## src/rtl/irq_ctrl_pkg.sv

```systemverilog
package irq_ctrl_pkg;

  localparam int unsigned   MAX_SRC  = 64;
  localparam logic [7:0]    NO_PAIR  = 8'hFF;

  localparam logic [7:0] OFF_EN_LO   = 8'h04;
  localparam logic [7:0] OFF_PEND_LO = 8'h08;
  localparam logic [7:0] OFF_EN_HI   = 8'h50;
  localparam logic [7:0] OFF_PEND_HI = 8'h54;

  // Default pairing: line 30 shadowed by 29, line 5 shadowed by 38.
  function automatic logic [MAX_SRC*8-1:0] default_pairs();
    logic [MAX_SRC*8-1:0] m;
    m = '1;
    m[30*8 +: 8] = 8'd29;
    m[5*8  +: 8] = 8'd38;
    return m;
  endfunction

  // Marks every line number named as a shadow by some target.
  function automatic logic [MAX_SRC-1:0] shadow_set(input int n,
                                                    input logic [MAX_SRC*8-1:0] map);
    logic [MAX_SRC-1:0] s;
    s = '0;
    for (int t = 0; t < n; t++) begin
      if (map[t*8 +: 8] != NO_PAIR && int'(map[t*8 +: 8]) < n)
        s[map[t*8 +: 8]] = 1'b1;
    end
    return s;
  endfunction

endpackage

```

## src/rtl/irq_en_regs.sv

```systemverilog
module irq_en_regs
  import irq_ctrl_pkg::*;
#(
  parameter int unsigned NUM_SRC = 40,
  parameter int unsigned ADDR_W  = 8,
  parameter int unsigned DATA_W  = 32
) (
  input  logic               clk,
  input  logic               rst,
  input  logic [ADDR_W-1:0]  addr_i,
  input  logic               wr_i,
  input  logic [DATA_W-1:0]  wdata_i,
  input  logic [NUM_SRC-1:0] pend_i,
  output logic [NUM_SRC-1:0] en_o,
  output logic [DATA_W-1:0]  rdata_o
);

  localparam int unsigned HI_W = NUM_SRC - DATA_W;
  localparam logic [ADDR_W-1:0] A_EN_LO   = ADDR_W'(OFF_EN_LO);
  localparam logic [ADDR_W-1:0] A_PEND_LO = ADDR_W'(OFF_PEND_LO);
  localparam logic [ADDR_W-1:0] A_EN_HI   = ADDR_W'(OFF_EN_HI);
  localparam logic [ADDR_W-1:0] A_PEND_HI = ADDR_W'(OFF_PEND_HI);

  logic [DATA_W-1:0] en_lo_q;
  logic [HI_W-1:0]   en_hi_q;

  always_ff @(posedge clk) begin
    if (rst) begin
      en_lo_q <= '0;
      en_hi_q <= '0;
    end else if (wr_i) begin
      if (addr_i == A_EN_LO) en_lo_q <= wdata_i;
      if (addr_i == A_EN_HI) en_hi_q <= wdata_i[HI_W-1:0];
    end
  end

  assign en_o = {en_hi_q, en_lo_q};

  always_ff @(posedge clk) begin
    if (rst) begin
      rdata_o <= '0;
    end else begin
      case (addr_i)
        A_EN_LO:   rdata_o <= en_lo_q;
        A_EN_HI:   rdata_o <= DATA_W'(en_hi_q);
        A_PEND_LO: rdata_o <= pend_i[DATA_W-1:0];
        A_PEND_HI: rdata_o <= DATA_W'(pend_i[NUM_SRC-1:DATA_W]);
        default:   rdata_o <= '0;
      endcase
    end
  end

endmodule

```

## src/rtl/irq_route.sv

```systemverilog
module irq_route
  import irq_ctrl_pkg::*;
#(
  parameter int unsigned          NUM_SRC  = 40,
  parameter logic [NUM_SRC*8-1:0] PAIR_MAP = '1
) (
  input  logic               clk,
  input  logic               rst,
  input  logic [NUM_SRC-1:0] lines_i,
  input  logic [NUM_SRC-1:0] en_i,
  output logic [NUM_SRC-1:0] pend_o,
  output logic               cpu0_o,
  output logic               cpu1_o
);

  localparam logic [MAX_SRC-1:0] SHADOW_ALL =
    shadow_set(NUM_SRC, (MAX_SRC*8)'(PAIR_MAP));
  localparam logic [NUM_SRC-1:0] SHADOW = SHADOW_ALL[NUM_SRC-1:0];

  logic [NUM_SRC-1:0] line_q;
  logic [NUM_SRC-1:0] via_cpu1;

  // Shadow numbers have no source: their pins are dropped here.
  always_ff @(posedge clk) begin
    if (rst) line_q <= '0;
    else     line_q <= lines_i & ~SHADOW;
  end

  assign pend_o = line_q;

  for (genvar g = 0; g < NUM_SRC; g++) begin : g_pair
    localparam int unsigned SH = int'(PAIR_MAP[g*8 +: 8]);
    if (PAIR_MAP[g*8 +: 8] != NO_PAIR && SH < NUM_SRC) begin : g_on
      assign via_cpu1[g] = line_q[g] & en_i[SH];
    end else begin : g_off
      assign via_cpu1[g] = 1'b0;
    end
  end

  always_ff @(posedge clk) begin
    if (rst) begin
      cpu0_o <= 1'b0;
      cpu1_o <= 1'b0;
    end else begin
      cpu0_o <= |(line_q & en_i);
      cpu1_o <= |via_cpu1;
    end
  end

endmodule

```

## src/rtl/dual_cpu_irq_ctrl.sv

```systemverilog
module dual_cpu_irq_ctrl
  import irq_ctrl_pkg::*;
#(
  parameter int unsigned          NUM_SRC  = 40,
  parameter int unsigned          ADDR_W   = 8,
  parameter int unsigned          DATA_W   = 32,
  parameter logic [NUM_SRC*8-1:0] PAIR_MAP = (NUM_SRC*8)'(default_pairs())
) (
  input  logic               clk,
  input  logic               rst,
  input  logic [ADDR_W-1:0]  bus_addr,
  input  logic               bus_wr,
  input  logic [DATA_W-1:0]  bus_wdata,
  output logic [DATA_W-1:0]  bus_rdata,
  input  logic [NUM_SRC-1:0] irq_lines_i,
  output logic               cpu0_irq_o,
  output logic               cpu1_irq_o
);

  logic [NUM_SRC-1:0] en_w;
  logic [NUM_SRC-1:0] pend_w;

  irq_en_regs #(
    .NUM_SRC (NUM_SRC),
    .ADDR_W  (ADDR_W),
    .DATA_W  (DATA_W)
  ) regs_i (
    .clk     (clk),
    .rst     (rst),
    .addr_i  (bus_addr),
    .wr_i    (bus_wr),
    .wdata_i (bus_wdata),
    .pend_i  (pend_w),
    .en_o    (en_w),
    .rdata_o (bus_rdata)
  );

  irq_route #(
    .NUM_SRC  (NUM_SRC),
    .PAIR_MAP (PAIR_MAP)
  ) route_i (
    .clk     (clk),
    .rst     (rst),
    .lines_i (irq_lines_i),
    .en_i    (en_w),
    .pend_o  (pend_w),
    .cpu0_o  (cpu0_irq_o),
    .cpu1_o  (cpu1_irq_o)
  );

endmodule

```

## config.mk

```make
export PLATFORM = sky130hd
export DESIGN_NAME = dual_cpu_irq_ctrl
export DESIGN_NICKNAME = d
export VERILOG_FILES = /design/src/rtl/irq_ctrl_pkg.sv /design/src/rtl/irq_en_regs.sv /design/src/rtl/irq_route.sv /design/src/rtl/dual_cpu_irq_ctrl.sv
export SDC_FILE = /design/constraint.sdc
export NUM_CORES = 1
export LEC_CHECK = 0
export ABC_AREA = 0
export BUFFER_PORTS_ARGS = -buffer_cell sky130_fd_sc_hd__buf_2
export CAP_MARGIN = 20
export CORE_ASPECT_RATIO = 1.25
export CORE_MARGIN = 5
export CORE_UTILIZATION = 50
export CTS_BUF_LIST = sky130_fd_sc_hd__clkbuf_8
export DETAILED_ROUTE_END_ITERATION = 6
export HOLD_SLACK_MARGIN = 0.08
export PLACE_DENSITY = 0.79
export RECOVER_POWER = 50
export SLEW_MARGIN = 10
export SYNTH_ARGS = -nofsm -noshare
export SYNTH_HDL_FRONTEND = slang
export SYNTH_SLANG_ARGS = --single-unit
```

## constraint.sdc

```tcl
create_clock -name clk -period 3.65 [get_ports clk]
set_input_delay 0.1825 -clock clk [delete_from_list [all_inputs] [get_ports clk]]
set_output_delay 0.1825 -clock clk [all_outputs]
set_load 0.005 [all_outputs]
```

### Word level (Yosys, flattened, before mapping)

Index checks and enable logic that the tools add are counted.

| operators by class | value |
|---|---|
| equality and inequality tests | 4 |
| muxes and demuxes | 1 |
| bitwise logic cells | 3 |
| reduce and logical (&&, ||, !) cells | 4 |

Operators by type and width:

| kind | number |
|---|---|
| $pmux W32 S4 | 1 |
| $and A40 B40 Y40 | 1 |
| $reduce_or A40 Y1 | 1 |
| $eq A8 B7 Y1 const B | 2 |
| $eq A8 B3 Y1 const B | 1 |
| $eq A8 B4 Y1 const B | 1 |
| $reduce_and A2 Y1 | 2 |
| $and A1 B1 Y1 | 2 |
| $reduce_or A2 Y1 | 1 |

| storage, ports and cells | value |
|---|---|
| bits in registers | 114 |
| input bits | 83 |
| word-level logic and storage cells | 19 |

### Longest topological paths before layout

| depth | value |
|---|---|
| word-level depth | 2 |
| mapped depth | 6 |
| mapped depth without buffers | 4 |

### Cells and area by module

From an unflattened synthesis, not the netlist that was laid out.

| unflattened totals | value |
|---|---|
| cell total of the unflattened synthesis | 426 |
| area, all modules | 4000.1 um^2 |

Modules (own cells, without submodules):

| module | instances | cells an instance | area an instance (um^2) |
|---|---|---|---|
| irq_en_regs | 1 | 314 | 2722.6 |
| irq_route | 1 | 112 | 1277.5 |

### Worst setup path before layout

Ideal clock, no wire load.

| timing path | value |
|---|---|
| kind | input to register |
| start | input port bus_addr[5] |
| end | register regs_i.rdata_o[1] |
| setup time | 0.081 ns |
| data arrival time | 1.271 ns |
| data required time | 3.569 ns |
| path slack | 2.298 ns |
| cell stages on the path | 6 |
| path buffers | 2 |
| cell sequence | nor4_4 > buf_6 > a21oi_2 > o22a_2 > buf_6 > a211oi_2 |

| on the way | value |
|---|---|
| cells in the longest elaborated chain, start to end | 2 |
| elaborated cells between the ends (all ways) | 5 |
| those cells by class | 4 x eq/ne; 1 x mux |

RTL lines:

| what | RTL line | RTL |
|---|---|---|
| from (decl) | dual_cpu_irq_ctrl.sv:11 | `input logic [ADDR_W-1:0] bus_addr,` |
| $eq A8 B7 Y1, or another cell as far along | irq_en_regs.sv:43 | `case (addr_i)` |
| $pmux W32 S4 (*) | irq_en_regs.sv:43 |  |
| to (signal assigned) | irq_en_regs.sv:44 | `A_EN_LO: rdata_o <= en_lo_q;` |
| to (signal assigned) | irq_en_regs.sv:45 | `A_EN_HI: rdata_o <= DATA_W'(en_hi_q);` |
| to (signal assigned) | irq_en_regs.sv:46 | `A_PEND_LO: rdata_o <= pend_i[DATA_W-1:0];` |
| to (decl) | irq_en_regs.sv:15 | `output logic [DATA_W-1:0] rdata_o` |

Mark *: on every way between the ends. The rest lies on a longest branch, timed or not.
A chain may end at the register's enable or synchronous reset.

### Final worst setup path

| timing path | value |
|---|---|
| start | input port bus_addr[5] |
| end | register regs_i.en_lo_q[23] |

| on the way | value |
|---|---|
| cells in the longest elaborated chain, start to end | 2 |

RTL lines:

| what | RTL line | RTL |
|---|---|---|
| $eq A8 B3 Y1 | irq_en_regs.sv:32 | `if (addr_i == A_EN_LO) en_lo_q <= wdata_i;` |
| $reduce_and A2 Y1 (no source line) | - |  |
| to (signal assigned) | irq_en_regs.sv:32 |  |
| to (decl) | irq_en_regs.sv:24 | `logic [DATA_W-1:0] en_lo_q;` |

Every way passes these cells.

==> run_results.csv <==
group,metric,value,unit
outcome,status,"finished, violations left",
outcome,violations,"capacitance limit, slew limit",
layout,diodes,0,
yosys,avgSynthCellArea,10.2,um2
placement,place_hpwl,7.44,mm
layout,multi_input_area,1740,um2
sta,tns,0,ps
yosys,syn_nets,497,
setup_path,cpMaxStageDelayCell,"nor4_4",
power,ir_drop,0.000220,V
global_routing,top_usage_layer,"met2",
setup_path,end_kind,"register",
yosys,synth_seq_cells,112,
sta,tightestPinTransition,1630,ps
worst_hold_path,min_path_type,"in2reg",
clocking,cts-htree-levels,3,
placement,io_buffers,114,
sta,period_needed,2010,ps
die,pin_count,117,
die,core,8240,um2
detailed_routing,ant_nets,0,
sta,rsz0062_at_grt,"false",
layout,register_area,2240,um2
global_routing,antenna_found_initial,0,
setup_path,worstSetupPathType,"in2reg",
detailed_routing,routed-via-count,3775,
yosys,synth_compound_area_frac,0.172,
global_routing,grt_use_total,0.238,
yosys,synth_mux_area_frac,0.0190,
setup_path,r2r-end,"route_i.cpu0_o",
global_routing,grt_pass1_wl,19.3,mm
yosys,synth-xor-area-share,0,
setup_path,r2r_slack,2320,ps
clocking,clock_path_buffers,2,
setup_path,ff2ff_path_depth,4,
setup_path,rr_startpoint,"route_i.pend_o[4]",
die,dieWidth,92.0,um
layout,area_growth,31.9,%
sta,timing_max_transition_violations_final,82,
setup_path,cp_max_fo,24,
yosys,postSynthCellCount,414,
power,p_per_area,376,nW/um2
setup_path,cp.arrival,2280,ps
setup_path,crit_chain,"buf_2 -> nor4_4 -> and3_1 -> buf_4 -> nand2_1 -> a21oi_1",
global_routing,grt_max_degree,82,
setup_path,cp_num_buf_inv,2,
setup_path,start_kind,"input pin",
clocking,cts_made_buffers,9,
yosys,synth-seq-area-share,0.533,
clocking,cts.clk_slew.worst_paths,100,ps
clocking,cts_root_buffer,"clkbuf_8",
sta,fin_crit_sh,0.551,
yosys,yosysWarnings,0,
layout,fillers,650,
placement,globalplace.congestion,0.818,
sta,finalClockSkew,9.15,ps
global_routing,use_met3,0.0556,
sta,setup_violations,0,
worst_hold_path,hold_depth,4,
clocking,insertion_delay,380,ps
worst_hold_path,holdPathEnd,"regs_i.rdata_o[4]",
sta,setup_slack,1640,ps
yosys,synthSimpleGateAreaFrac,0.221,
sta,slew_headroom,-0.0841,
die,start_util,0.510,
detailed_routing,drt-total-wl,12.1,mm
global_routing,grt_use_met2,0.439,
sta,fmax,0.498,GHz
worst_hold_path,hold_start,"bus_addr[0]",
detailed_routing,wl_per_cell,17.7,um
clocking,cts_tree,"built",
setup_path,crit_family,"simple AND/OR/NAND/NOR gates",
detailed_routing,via_per_inst,5.54,
power,p_leak,2.07,nW
die,rows,37,
global_routing,grt_pass1_vias,3995,
sta,hold_violations,0,
detailed_routing,drc,0,
layout,drive_gt1_frac,0.250,
global_routing,use_met1,0.249,
yosys,synthAdderAreaFrac,0,
layout,fin_nets,663,
job,cap_viol_max_count,1,
yosys,synth_top_family_by_area,"simple AND/OR/NAND/NOR gates",
setup_path,cp.required,3920,ps
placement,pre_cts_ws,1300,ps
clocking,clock_sinks,112,
die,die_h,113,um
detailed_routing,first_pass_iters,5,
setup_path,slowest_delay,760,ps
global_routing,gr-total-overflow,0,
detailed_routing,drt-initial-drc-count,229,
clocking,cts_resized,0,
yosys,synth_area,4210,um2
yosys,synth_cell_type_count,34,
die,die_area,10400,um2
[layer usage]
metal / wire length [um] / part of all wire
met5: 0 / 0
met4: 434 / 0.036
met3: 749 / 0.062
met2: 6470 / 0.54
met1: 4410 / 0.37
[power by group]
group / switching, mW / internal, mW / leakage, nW
combinational: 0.0673 / 0.0969 / 1.08
clock: 0.402 / 0.262 / 0.0841
sequential: 0.0150 / 1.24 / 0.912
total: 0.484 / 1.60 / 2.07
[worst reg2reg max path: stages, from the launching register on]
cell	delay [ps]
dfxtp_1	330
a22oi_1	270
nand4_1	160
nor4_1	280
a31oi_1	110
[metrics by stage]
stage	area, um2	power, mW	utilization	instances	hold slack [ps]
6_report	5550	2.09	0.673	681	353
5_1_grt	5550	2.16	0.673	681	355
4_1_cts	5580	2.09	0.677	681	340
3_5_place_dp	4710	1.39	0.571	596	396
3_3_place_gp	4710	1.39	0.571	596	395
2_1_floorplan	4210	1.33	-	414	311
[synthesized netlist by cell type]
cell type | count | area share
mux2i_1 | 8 | 0.019
nor3_1 | 1 | 0.0012
a22o_1 | 9 | 0.019
nand2_1 | 72 | 0.064
and3_1 | 2 | 0.0030
or3_1 | 1 | 0.0015
nor4_1 | 1 | 0.0015
a22oi_1 | 46 | 0.082
a31oi_1 | 1 | 0.0015
nor3_2 | 24 | 0.057
nor4b_4 | 1 | 0.0057
a221oi_1 | 2 | 0.0042
a21oi_2 | 2 | 0.0042
and2_1 | 1 | 0.0015
a211oi_1 | 1 | 0.0018
buf_4 | 2 | 0.0036
nand3_1 | 2 | 0.0024
and3b_1 | 2 | 0.0042
dfxtp_1 | 112 | 0.53
a222oi_1 | 1 | 0.0024
buf_6 | 7 | 0.019
o22a_2 | 1 | 0.0024
nand4b_1 | 1 | 0.0021
nand4_1 | 3 | 0.0045
a211oi_2 | 6 | 0.018
buf_1 | 1 | 0.00089
and4bb_2 | 1 | 0.0030
buf_8 | 3 | 0.011
nor2_1 | 9 | 0.0080
a21oi_1 | 31 | 0.037
clkbuf_1 | 15 | 0.013
buf_2 | 6 | 0.0071
nor2b_1 | 38 | 0.057
nor4_4 | 1 | 0.0051
[flip-flops by register name, summed over array words and instances, names as in the netlist]
register and count:
regs_i.en_hi_q 8, route_i.cpu1_o 1, regs_i.rdata_o 32, route_i.cpu0_o 1, regs_i.en_lo_q 32, route_i.pend_o 38
[layout by cell type (no fill, tap or decap), drive strengths merged, types with 9 or more instances in the layout]
cell type,instances
clkbuf,36
nor2b,38
dlygate4sd3,70
a21oi,33
nor2,9
dfxtp,112
a22oi,46
nand2,72
buf,93
nor3,25
a22o,9
[area by class of cell]
| class | instances | share of cell area |
|---|---|---|
| Tap cell | 97 | 0.0219 |
| Sequential cell | 112 | 0.404 |
| Timing Repair Buffer | 189 | 0.230 |
| Clock buffer | 10 | 0.0248 |
| Multi-Input combinational cell | 268 | 0.313 |
| Clock inverter | 5 | 0.00609 |
[worst max-delay path by stage]
stage | cells past startpoint | endpoint | from | slack [ps]
finish | 6 | regs_i.en_lo_q[23] | bus_addr[5] | 1640
global route | 6 | regs_i.rdata_o[0] | bus_addr[5] | 1560
CTS | 6 | regs_i.rdata_o[0] | bus_addr[5] | 1660
detailed placement | 6 | regs_i.rdata_o[0] | bus_addr[5] | 1300
global placement | 6 | regs_i.rdata_o[8] | bus_addr[5] | 1370
floorplan | 6 | regs_i.rdata_o[1] | bus_addr[5] | 2300
[logic make-up after synthesis]
logic type | Yosys count
buf+inv | 34
flops | 112
compound gates | 100
simple gates | 160
mux | 8
[timing repair]
| item | in CTS | in global routing |
|---|---|---|
| hold buffers | 70 | 0 |
| setup buffers | 0 | 0 |
| setup endpoints to repair | 0 | 0 |
| endpoints found under the hold margin | 76 | 0 |
Note: power is estimated with default switching activity, not from simulation.
